**src/rtl/scfgPkg.sv**
```systemverilog
package scfgPkg;
  localparam logic [7:0] REG_CMD  = 8'h0B;
  localparam logic [7:0] REG_ADDR = 8'h0C;
  localparam logic [7:0] REG_DLO  = 8'h0D;
  localparam logic [7:0] REG_DHI  = 8'h0E;

  localparam int B_WRITE  = 1;
  localparam int B_READ   = 2;
  localparam int B_PHY    = 3;
  localparam int B_WREN   = 4;
  localparam int B_RELOAD = 5;

  localparam logic [1:0] PHY_ID   = 2'b01;
  localparam int         HDR_LEN  = 9;
  localparam int         FRAME_LEN = 25;

  typedef struct packed {
    logic        frameStart;
    logic        frameWrite;
    logic [5:0]  frameAddr;
    logic [15:0] frameData;
  } frameStrb_t;

  typedef enum logic [2:0] {ST_IDLE, ST_LAUNCH, ST_FRAME, ST_WAIT, ST_PHY} state_t;
  typedef enum logic [1:0] {MD_READ, MD_WRITE, MD_RELOAD} mode_t;
endpackage

```
**src/rtl/scfgSerial.sv**
```systemverilog
module scfgSerial
  import scfgPkg::*;
#(
  parameter int CLK_DIV = 8
) (
  input  logic       clk,
  input  logic       rstN,
  input  frameStrb_t strb,
  input  logic       eeDo,
  output logic       eeCs,
  output logic       eeSk,
  output logic       eeDi,
  output logic       frameDone,
  output logic [15:0] rdWord
);
  localparam int DIV_W = (CLK_DIV > 1) ? $clog2(CLK_DIV) : 1;

  logic [FRAME_LEN-1:0] outSh;
  logic [15:0]          inSh;
  logic [4:0]           riseCnt;
  logic [DIV_W-1:0]     divCnt;
  logic                 tick;

  assign tick      = eeCs && (divCnt == '0);
  assign frameDone = tick && eeSk && (riseCnt == 5'(FRAME_LEN));
  assign eeDi      = eeCs & outSh[FRAME_LEN-1];
  assign rdWord    = inSh;

  always_ff @(posedge clk) begin
    if (!rstN) begin
      eeCs    <= 1'b0;
      eeSk    <= 1'b0;
      outSh   <= '0;
      inSh    <= '0;
      riseCnt <= '0;
      divCnt  <= '0;
    end else if (strb.frameStart) begin
      eeCs    <= 1'b1;
      eeSk    <= 1'b0;
      riseCnt <= '0;
      divCnt  <= DIV_W'(CLK_DIV - 1);
      outSh   <= {1'b1, (strb.frameWrite ? 2'b01 : 2'b10), strb.frameAddr,
                  (strb.frameWrite ? strb.frameData : 16'h0000)};
    end else if (eeCs) begin
      if (tick) begin
        divCnt <= DIV_W'(CLK_DIV - 1);
        if (!eeSk) begin
          eeSk    <= 1'b1;
          riseCnt <= riseCnt + 5'd1;
          if (riseCnt >= 5'(HDR_LEN)) inSh <= {inSh[14:0], eeDo};
        end else begin
          eeSk  <= 1'b0;
          outSh <= {outSh[FRAME_LEN-2:0], 1'b0};
          if (riseCnt == 5'(FRAME_LEN)) eeCs <= 1'b0;
        end
      end else begin
        divCnt <= divCnt - 1'b1;
      end
    end
  end

  // the serial clock only toggles inside a frame
  p_sk_in_frame_r3: assert property (@(posedge clk) disable iff (!rstN)
    !eeCs |-> !eeSk);
  // data to the EEPROM holds while the serial clock is high
  p_di_steady_r3: assert property (@(posedge clk) disable iff (!rstN)
    (eeSk && $past(eeSk)) |-> $stable(eeDi));
  // a frame never runs past its bit count
  p_frame_len_r4: assert property (@(posedge clk) disable iff (!rstN)
    riseCnt <= 5'(FRAME_LEN));
  // a new frame is only launched with chip select low
  p_launch_idle_r9: assert property (@(posedge clk) disable iff (!rstN)
    strb.frameStart |-> !eeCs);
endmodule

```
**src/rtl/scfgCtrl.sv**
```systemverilog
module scfgCtrl
  import scfgPkg::*;
#(
  parameter int CFG_WORDS = 8,
  parameter int WR_WAIT   = 64,
  parameter int GAP       = 16
) (
  input  logic        clk,
  input  logic        rstN,
  input  logic        hostWe,
  input  logic [7:0]  hostAddr,
  input  logic [7:0]  hostWrData,
  output logic [7:0]  hostRdData,
  input  logic        frameDone,
  input  logic [15:0] rdWord,
  output frameStrb_t  strb,
  output logic        phyReq,
  output logic        phyWrite,
  output logic [4:0]  phyRegNum,
  output logic [15:0] phyWrData,
  input  logic [15:0] phyRdData,
  output logic        cfgValid,
  output logic [5:0]  cfgIdx,
  output logic [15:0] cfgData
);
  localparam int WAIT_MAX = (WR_WAIT > GAP) ? WR_WAIT : GAP;
  localparam int WW       = $clog2(WAIT_MAX + 1);

  state_t      state;
  mode_t       mode;
  logic [7:0]  addrReg, dataLo, dataHi;
  logic [4:0]  cmdBits;
  logic [5:0]  wordIdx;
  logic        opWrite;
  logic [WW-1:0] waitCnt;
  logic        busy, cmdWr, phyOk, lastWord;

  assign busy     = (state != ST_IDLE);
  assign cmdWr    = hostWe && (hostAddr == REG_CMD) && !busy;
  assign phyOk    = (addrReg[7:6] == PHY_ID);
  assign lastWord = (wordIdx == 6'(CFG_WORDS - 1));

  always_comb begin
    strb.frameStart = (state == ST_LAUNCH);
    strb.frameWrite = (mode == MD_WRITE);
    strb.frameAddr  = (mode == MD_RELOAD) ? wordIdx : addrReg[5:0];
    strb.frameData  = {dataHi, dataLo};
  end

  assign phyReq    = (state == ST_PHY);
  assign phyWrite  = opWrite;
  assign phyRegNum = addrReg[4:0];
  assign phyWrData = {dataHi, dataLo};

  always_comb begin
    case (hostAddr)
      REG_CMD:  hostRdData = {2'b00, cmdBits, busy};
      REG_ADDR: hostRdData = addrReg;
      REG_DLO:  hostRdData = dataLo;
      REG_DHI:  hostRdData = dataHi;
      default:  hostRdData = 8'h00;
    endcase
  end

  always_ff @(posedge clk) begin
    if (!rstN) begin
      state    <= ST_IDLE;
      mode     <= MD_READ;
      addrReg  <= '0;
      dataLo   <= '0;
      dataHi   <= '0;
      cmdBits  <= '0;
      wordIdx  <= '0;
      opWrite  <= 1'b0;
      waitCnt  <= '0;
      cfgValid <= 1'b0;
      cfgIdx   <= '0;
      cfgData  <= '0;
    end else begin
      cfgValid <= 1'b0;
      if (hostWe && !busy) begin
        if (hostAddr == REG_ADDR) addrReg <= hostWrData;
        if (hostAddr == REG_DLO)  dataLo  <= hostWrData;
        if (hostAddr == REG_DHI)  dataHi  <= hostWrData;
      end
      case (state)
        ST_IDLE: if (cmdWr) begin
          cmdBits <= hostWrData[5:1];
          if (hostWrData[B_RELOAD]) begin
            mode <= MD_RELOAD; wordIdx <= '0; state <= ST_LAUNCH;
          end else if (hostWrData[B_READ]) begin
            if (!hostWrData[B_PHY]) begin
              mode <= MD_READ; state <= ST_LAUNCH;
            end else if (phyOk) begin
              opWrite <= 1'b0; state <= ST_PHY;
            end
          end else if (hostWrData[B_WRITE]) begin
            if (!hostWrData[B_PHY]) begin
              if (hostWrData[B_WREN]) begin
                mode <= MD_WRITE; state <= ST_LAUNCH;
              end
            end else if (phyOk) begin
              opWrite <= 1'b1; state <= ST_PHY;
            end
          end
        end
        ST_LAUNCH: state <= ST_FRAME;
        ST_FRAME: if (frameDone) begin
          case (mode)
            MD_READ: begin
              {dataHi, dataLo} <= rdWord;
              state <= ST_IDLE;
            end
            MD_WRITE: begin
              waitCnt <= WW'(WR_WAIT - 1);
              state   <= ST_WAIT;
            end
            default: begin
              cfgValid <= 1'b1;
              cfgIdx   <= wordIdx;
              cfgData  <= rdWord;
              waitCnt  <= WW'(GAP - 1);
              state    <= ST_WAIT;
            end
          endcase
        end
        ST_WAIT: begin
          if (waitCnt == '0) begin
            if (mode == MD_RELOAD && !lastWord) begin
              wordIdx <= wordIdx + 6'd1;
              state   <= ST_LAUNCH;
            end else begin
              state <= ST_IDLE;
            end
          end else begin
            waitCnt <= waitCnt - 1'b1;
          end
        end
        ST_PHY: begin
          if (!opWrite) {dataHi, dataLo} <= phyRdData;
          state <= ST_IDLE;
        end
        default: state <= ST_IDLE;
      endcase
    end
  end

  // a PHY request lasts a single cycle
  p_phy_pulse_r7: assert property (@(posedge clk) disable iff (!rstN)
    phyReq |=> !phyReq);
  // a command written while busy leaves the stored command alone
  p_cmd_hold_r8: assert property (@(posedge clk) disable iff (!rstN)
    (hostWe && hostAddr == REG_CMD && busy) |=> $stable(cmdBits));
  // address writes while busy are dropped
  p_addr_hold_r8: assert property (@(posedge clk) disable iff (!rstN)
    (hostWe && hostAddr == REG_ADDR && busy) |=> $stable(addrReg));
  // an EEPROM write without enable never raises busy
  p_no_wr_r6: assert property (@(posedge clk) disable iff (!rstN)
    (cmdWr && hostWrData[B_WRITE] && !hostWrData[B_READ] && !hostWrData[B_RELOAD]
     && !hostWrData[B_PHY] && !hostWrData[B_WREN]) |=> !busy);
  // reloaded indices stay inside the configuration window
  p_reload_idx_r9: assert property (@(posedge clk) disable iff (!rstN)
    cfgValid |-> (int'(cfgIdx) < CFG_WORDS));
endmodule

```
**src/rtl/serialCfgPort.sv**
```systemverilog
module serialCfgPort
  import scfgPkg::*;
#(
  parameter int CLK_DIV   = 8,
  parameter int WR_WAIT   = 64,
  parameter int CFG_WORDS = 8
) (
  input  logic        clk,
  input  logic        rstN,
  input  logic        hostWe,
  input  logic [7:0]  hostAddr,
  input  logic [7:0]  hostWrData,
  output logic [7:0]  hostRdData,
  output logic        eeCs,
  output logic        eeSk,
  output logic        eeDi,
  input  logic        eeDo,
  output logic        phyReq,
  output logic        phyWrite,
  output logic [4:0]  phyRegNum,
  output logic [15:0] phyWrData,
  input  logic [15:0] phyRdData,
  output logic        cfgValid,
  output logic [5:0]  cfgIdx,
  output logic [15:0] cfgData
);
  localparam int GAP = 2 * CLK_DIV;

  frameStrb_t  strb;
  logic        frameDone;
  logic [15:0] rdWord;

  scfgCtrl #(.CFG_WORDS(CFG_WORDS), .WR_WAIT(WR_WAIT), .GAP(GAP)) uCtrl (
    .clk(clk), .rstN(rstN), .hostWe(hostWe), .hostAddr(hostAddr),
    .hostWrData(hostWrData), .hostRdData(hostRdData), .frameDone(frameDone),
    .rdWord(rdWord), .strb(strb), .phyReq(phyReq), .phyWrite(phyWrite),
    .phyRegNum(phyRegNum), .phyWrData(phyWrData), .phyRdData(phyRdData),
    .cfgValid(cfgValid), .cfgIdx(cfgIdx), .cfgData(cfgData)
  );

  scfgSerial #(.CLK_DIV(CLK_DIV)) uSerial (
    .clk(clk), .rstN(rstN), .strb(strb), .eeDo(eeDo), .eeCs(eeCs),
    .eeSk(eeSk), .eeDi(eeDi), .frameDone(frameDone), .rdWord(rdWord)
  );
endmodule

```
**config.mk**
```make
export PLATFORM = sky130hd
export DESIGN_NAME = serialCfgPort
export DESIGN_NICKNAME = d
export VERILOG_FILES = /design/src/rtl/scfgPkg.sv /design/src/rtl/scfgSerial.sv /design/src/rtl/scfgCtrl.sv /design/src/rtl/serialCfgPort.sv
export SDC_FILE = /design/constraint.sdc
export NUM_CORES = 1
export LEC_CHECK = 0
export BUFFER_PORTS_ARGS = -buffer_cell sky130_fd_sc_hd__buf_4
export CORE_ASPECT_RATIO = 1.1
export CORE_MARGIN = 4
export CORE_UTILIZATION = 40
export CTS_CLUSTER_DIAMETER = 120
export DETAILED_ROUTE_END_ITERATION = 8
export GPL_TIMING_DRIVEN = 0
export MAX_ROUTING_LAYER = met4
export SLEW_MARGIN = 20
export SYNTH_ARGS = -nofsm -noshare
export SYNTH_HDL_FRONTEND = slang
export SYNTH_HIERARCHICAL = 1
export SYNTH_SLANG_ARGS = --single-unit
```
**constraint.sdc**
```tcl
create_clock -name clk -period 3.4 [get_ports clk]
set_input_delay 0.17 -clock clk [delete_from_list [all_inputs] [get_ports clk]]
set_output_delay 0.17 -clock clk [all_outputs]
set_load 0.05 [all_outputs]
```
==> results of run 1 <==
cell usage after synthesis (11+ instances only):
cell type | count | area share (%)
nand2_1 | 104 | 6.5
and2_1 | 18 | 1.9
nand3_1 | 11 | 0.92
buf_4 | 21 | 2.6
nor3_1 | 23 | 1.9
or3_1 | 11 | 1.2
a211oi_1 | 19 | 2.4
a31oi_1 | 11 | 1.2
a21oi_1 | 54 | 4.5
nor2_1 | 33 | 2.1
inv_1 | 15 | 0.94
clkbuf_1 | 32 | 2.0
o21ai_0 | 35 | 2.9
a22oi_1 | 35 | 4.4
mux2i_1 | 50 | 8.4
dfxtp_1 | 122 | 41
state kept, by name, summed over array words and instances, names as in the netlist, 2 cells and up:
register	cells
uCtrl/cmdBits	5
uSerial/rdWord	16
uCtrl/cfgIdx	6
uCtrl/mode	2
uSerial/outSh	25
uSerial/divCnt	3
uCtrl/cfgData	16
uCtrl/waitCnt	7
uSerial/riseCnt	5
uCtrl/dataHi	8
uCtrl/state	3
uCtrl/dataLo	8
uCtrl/addrReg	8
uCtrl/wordIdx	6
layer usage:
layer	GRT usage, %	vias to the layer above	share of wire (%)
met5	-	-	0
met4	10.1	0	3.1
met3	4.48	36	5.4
met2	35.4	196	47
met1	28.0	2633	45
li1	-	2709	-
repair_timing:
| item | CTS | global route |
|---|---|---|
| pin swaps | 0 | 0 |
| setup endpoints to repair | 10 | 10 |
| resized for setup | 2 | 0 |
placed cells by master, fill, tap and decap left out, drive strengths merged, types with 3 or more instances in the layout:
| master | Yosys | layout |
|---|---|---|
| a211oi | 20 | 20 |
| a21oi | 55 | 55 |
| a22oi | 35 | 35 |
| a31oi | 11 | 11 |
| and2 | 19 | 19 |
| buf | 35 | 125 |
| bufinv | 0 | 5 |
| clkbuf | 33 | 49 |
| clkinv | 0 | 4 |
| clkinvlp | 0 | 5 |
| dfxtp | 122 | 122 |
| ha | 6 | 6 |
| inv | 16 | 17 |
| mux2 | 6 | 6 |
| mux2i | 50 | 50 |
| nand2 | 104 | 104 |
| nand2b | 7 | 7 |
| nand3 | 11 | 11 |
| nand4 | 3 | 3 |
| nand4b | 3 | 3 |
| nor2 | 33 | 33 |
| nor2b | 7 | 7 |
| nor3 | 24 | 24 |
| nor3b | 3 | 3 |
| o21a | 4 | 4 |
| o21ai | 40 | 40 |
| o22ai | 6 | 6 |
| o31ai | 4 | 4 |
| or3 | 12 | 12 |
| or4 | 3 | 3 |
worst paths after layout:
| path | from | endpoint | slack (ps) | cells past startpoint |
|---|---|---|---|---|
| setup / recovery | uSerial/divCnt[0]$_SDFFE_PN0P_ | uCtrl/dataHi[6]$_SDFF_PN0_ | 320 | 12 |
| hold / removal | hostWrData[6] | uCtrl/addrReg[6]$_SDFFE_PN0P_ | 20 | 3 |
| setup reg to reg | uSerial/divCnt[0]$_SDFFE_PN0P_ | uCtrl/dataHi[6]$_SDFF_PN0_ | 320 | 12 |
| hold reg to reg | uCtrl/cfgData[0]$_SDFFE_PN0P_ | uCtrl/cfgData[0]$_SDFFE_PN0P_ | 460 | 2 |
stage by stage:
stage	power [mW]	worst slack, ps
global route	3.70	14.7
finish	3.59	316
detailed placement	1.63	-144
CTS	3.62	118
floorplan	1.56	672
global placement	1.63	-117
area by class of cell:
| type | instances | area (sq um) | area share (%) |
|---|---|---|---|
| Inverter | 16 | 60.1 | 0.796 |
| Tap cell | 192 | 240 | 3.18 |
| Multi-Input combinational cell | 496 | 3100 | 41.1 |
| Clock buffer | 17 | 425 | 5.64 |
| Clock inverter | 15 | 224 | 2.97 |
| Timing Repair Buffer | 90 | 676 | 8.95 |
| Sequential cell | 122 | 2440 | 32.4 |
| Buffer | 67 | 374 | 4.96 |
where the power goes:
| part | internal, mW | switching, mW |
|---|---|---|
| Clock | 1.30 | 0.682 |
| Combinational | 0.0615 | 0.0956 |
| Sequential | 1.44 | 0.00778 |
| Total | 2.80 | 0.786 |
cells by family (layout without fill, tap and decap cells):
group | count (synthesis) | count (layout) | share of synthesized area (%)
AND/OR/NAND/NOR | 246 | 246 | 20.6
AO/OA/AOI/OAI | 187 | 187 | 20.3
flip-flops | 122 | 122 | 40.9
buffers and inverters | 84 | 205 | 7.33
multiplexers | 56 | 56 | 9.51
adder cells (fa/ha/maj) | 6 | 6 | 1.26
XOR/XNOR | 1 | 1 | 0.147
worst max-delay path: cells and delay by family (launching register included):
family	cells	cell delay (ps)
adders and majority gates	1	250
DFF	1	320
buffers and inverters	4	880
and+or+nand+nor	5	1320
AOI/OAI and AO/OA	2	260
==> metrics.yaml, run 1 <==
sta:
  slew-limit-headroom_pct: 45.2
  post-route-period-util_pct: 90.7
  tightest_slew_ps: 815
  maxSlewViolCount: 0
  skew_ps: 5.49
  rsz0062_at_grt: "no"
  hold_ws_ps: 18.7
  final_hold_viol_count: 0
  period_needed_ps: 3080
  timing.fmax_mhz: 324
  setup_viol: 0
  setup_tns_ps: 0
setup_path:
  critPathLaunchType: "flip-flop"
  arrival_ps: 3440
  end_kind: "flip-flop"
  cp_slowest_cell: "nor2_2"
  cp_cell_sequence: "inv_1 -> ha_1 -> nand4b_1 -> clkbuf_1 -> nor2_2 -> nor3b_2 -> and2_0 -> clkbuf_1 -> buf_2 -> a22oi_1 -> o21ai_0 -> and2_1"
  cp_common_cell: "clkbuf_1"
  critical-path-max-stage-delay_ps: 380
  crit_required_ps: 3760
  cp_max_fo: 10
  critPathKind: "reg2reg"
layout:
  final_cells: 1015
  antennaDiodeCount: 0
  drive_above_1_share_pct: 22.0
  fin_area_sq_um: 7550
  utilization_pct: 52.0
  syn2layout_area_growth_pct: 26.4
  nets: 852
  num-fill-cells: 1355
outcome:
  outcome: "complete, no violations"
drt:
  wirelength_mm: 18.2
  routedWlPerCell_um: 17.9
  vias: 5574
  drt_first_pass_iters: 5
  ant_nets: 0
  drc_errors: 0
  first_iter_violations: 497
  vias_per_cell: 5.49
synth:
  seq_area_frac_synth_pct: 40.9
  syn_area_sq_um: 5970
  synth_edf_count: 0
  synth_cell_types: 64
  syn_area_per_cell_sq_um: 8.51
  syn_inst: 702
  ys.flop_type: "dfxtp_1"
  yosys_warnings: 6
  syn_nets: 744
  synth_seq_cells: 122
  synthArstFlopShare_pct: 0
grt:
  grt_pass1_vias: 5523
  grt_usage_pct: 22.4
  grt_overflow: 0
  grt_first_pass_wirelength_mm: 29.3
  grt_max_degree: 17
  grt_antenna_before_repair: 0
clock_network:
  cts_hold_buffers: 0
  worstSkewPairLatency_ps: 420
  cts_buffers: 17
  clockRootBuffer: "clkbuf_16"
  post-cts-setup-buffers: 0
  cts_tree: "done"
  cts_htree_levels: 4
  clock-sinks: 122
  cts_buffer_depth: 2
  clk_pin_slew_worst_paths_ps: 60
placed_design:
  placed_area_sq_um: 6890
  portBuffers: 90
  dp_cells: 984
  routabilityCongestion: 0.987
  hpwl_mm: 13.9
power:
  ir_drop_mv: 0.358
  p_leak_nw: 2.95
  p_per_area_nw_per_um2: 475
die:
  die_x_um: 125
  dieArea_sq_um: 17000
  num_io_pins: 93
  num_rows: 46
  core_area_sq_um: 14500
  floorplan.initialDensity_pct: 41.2
  die_h_um: 136
min_path:
  hp-class: "in2reg"
job:
  maxCapViolCount: 0
No activity file was read; power rests on OpenSTA's default activity.
==> run 2, diff against run 1 <==
==> constraint.sdc (replaced) <==
create_clock -name clk -period 3.34 [get_ports clk]
set_input_delay 0.167 -clock clk [delete_from_list [all_inputs] [get_ports clk]]
set_output_delay 0.167 -clock clk [all_outputs]
set_load 0.05 [all_outputs]
==> run 2 against run 1 <==
Against the previous run:
- critical path depth is the same
- wire length is 0.28% higher
- global-route usage is essentially flat
- worst setup slack worse by 4.8 ps
- critical path type unchanged
- non-clock buffer count increased by 3
- register-to-register slack about the same
- sequential share of layout area fell by 0.13 points
- sequential cell count is the same
- clock skew about the same
- utilization rose by 0.22 points
- clock power increased by 2%
==> metrics.yaml, run 2 (synthesized netlist as in run 1, its figures left out) <==
setup_path:
  crit_required_ps: 3640
  arrival_ps: 3330
  critPathKind: "reg2reg"
  regToRegSetupSlack_ps: 310
  end_kind: "flip-flop"
  cp_max_fo: 10
  critPathLaunchType: "flip-flop"
grt:
  grt_antenna_before_repair: 0
  grt_pass1_vias: 5528
  grt_usage_pct: 22.5
  grt_overflow: 0
  grt_max_degree: 17
  grt_first_pass_wirelength_mm: 29.3
clock_network:
  clockRootBuffer: "clkbuf_16"
  cts_tree: "done"
  worstSkewPairLatency_ps: 410
  clk_pin_slew_worst_paths_ps: 60
  cts_buffers: 17
  cts_buffer_depth: 2
  cts_htree_levels: 4
  clock-sinks: 122
  post-cts-setup-buffers: 0
drt:
  vias: 5588
  drt_first_pass_iters: 5
  routedWlPerCell_um: 17.9
  wirelength_mm: 18.2
  drc_errors: 0
  ant_nets: 0
  vias_per_cell: 5.49
  first_iter_violations: 464
placed_design:
  dp_cells: 984
  hpwl_mm: 13.9
  routabilityCongestion: 0.987
  portBuffers: 90
  placed_area_sq_um: 6890
sta:
  setup_viol: 0
  slew-limit-headroom_pct: 45.5
  period_needed_ps: 3030
  skew_ps: 5.12
  timing.fmax_mhz: 330
  maxSlewViolCount: 0
  final_hold_viol_count: 0
  post-route-period-util_pct: 90.7
  rsz0062_at_grt: "no"
  tightest_slew_ps: 811
power:
  p_per_area_nw_per_um2: 483
  p_leak_nw: 2.97
  ir_drop_mv: 0.364
  power_mw: 3.66
die:
  dieArea_sq_um: 17000
  core_area_sq_um: 14500
  die_x_um: 125
  floorplan.initialDensity_pct: 41.2
  die_h_um: 136
  num_rows: 46
  num_io_pins: 93
min_path:
  hp-class: "in2reg"
layout:
  nets: 855
  antennaDiodeCount: 0
  final_cell_mix: "122 x dfxtp_1, 111 x buf_4, 104 x nand2_1, 54 x a21oi_1, 50 x mux2i_1"
  syn2layout_area_growth_pct: 26.9
  final_common_cell: "dfxtp_1"
  final_cells: 1018
  drive_above_1_share_pct: 22.2
  largest_register_ffs: 25
  fin_area_sq_um: 7580
  regMostFlops: "uSerial/outSh"
outcome:
  outcome: "complete, no violations"
job:
  maxCapViolCount: 0
run 2: metrics by stage:
stage               setup slack, ps  hold slack (ps)  utilization, %  setup TNS [ps]
floorplan                       612              264               -               0
global route                   40.9             20.3            52.2               0
detailed placement             -204              439            47.5           -1930
CTS                            58.4             2.12            52.2               0
finish                          311             25.3            52.2               0
global placement               -177              431            47.5           -1610
run 2: per-layer routing:
metal  up-vias  part of all wire (%)  track usage (%)
met5         -                     0                -
met4         0                   3.0             10.1
met3        36                   5.5             4.48
met2       193                    47             35.5
met1      2637                    45             28.0
li1       2722                     -                -
run 2: area by class of cell:
class                           count  area (sq um)
Clock inverter                     15           224
Inverter                           16          60.1
Fill cell                        1352          6930
Clock buffer                       17           425
Tap cell                          192           240
Sequential cell                   122          2440
Multi-Input combinational cell    496          3110
Buffer                             68           380
Timing Repair Buffer               92           696
run 2: worst max-delay path: stages, from the launching register on:
cell and delay [ps]:
dfxtp_1 320, inv_1 80, ha_1 250, nand4b_1 270, clkbuf_2 300, nor2_4 250, nor3b_2 320, and2_0 180
clkbuf_1 220, or2_2 210, clkbuf_2 220, o21ai_0 110, and2_1 180
run 2: worst paths after layout:
path / to / cells after the start / start
min reg2reg: uCtrl/cmdBits[2]$_SDFFE_PN0P_ / 2 / uCtrl/cmdBits[2]$_SDFFE_PN0P_
min: uCtrl/phyWrite$_SDFFE_PN0P_ / 2 / hostWrData[2]
max: uCtrl/dataHi[2]$_SDFF_PN0_ / 12 / uSerial/divCnt[0]$_SDFFE_PN0P_
max reg2reg: uCtrl/dataHi[2]$_SDFF_PN0_ / 12 / uSerial/divCnt[0]$_SDFFE_PN0P_
run 2: report_power, final:
| part | total, mW | internal, mW | leakage, nW | switching, mW |
|---|---|---|---|---|
| registers | 1.47 | 1.46 | 0.982 | 0.00791 |
| clock network | 2.02 | 1.32 | 0.301 | 0.698 |
| logic | 0.162 | 0.0641 | 1.68 | 0.0979 |
run 2: repair_timing:
item | CTS | global route
setup endpoints to repair | 10 | 10
gates resized for setup | 2 | 5
endpoints found under the hold margin | 2 | 0
hold buffers | 2 | 0
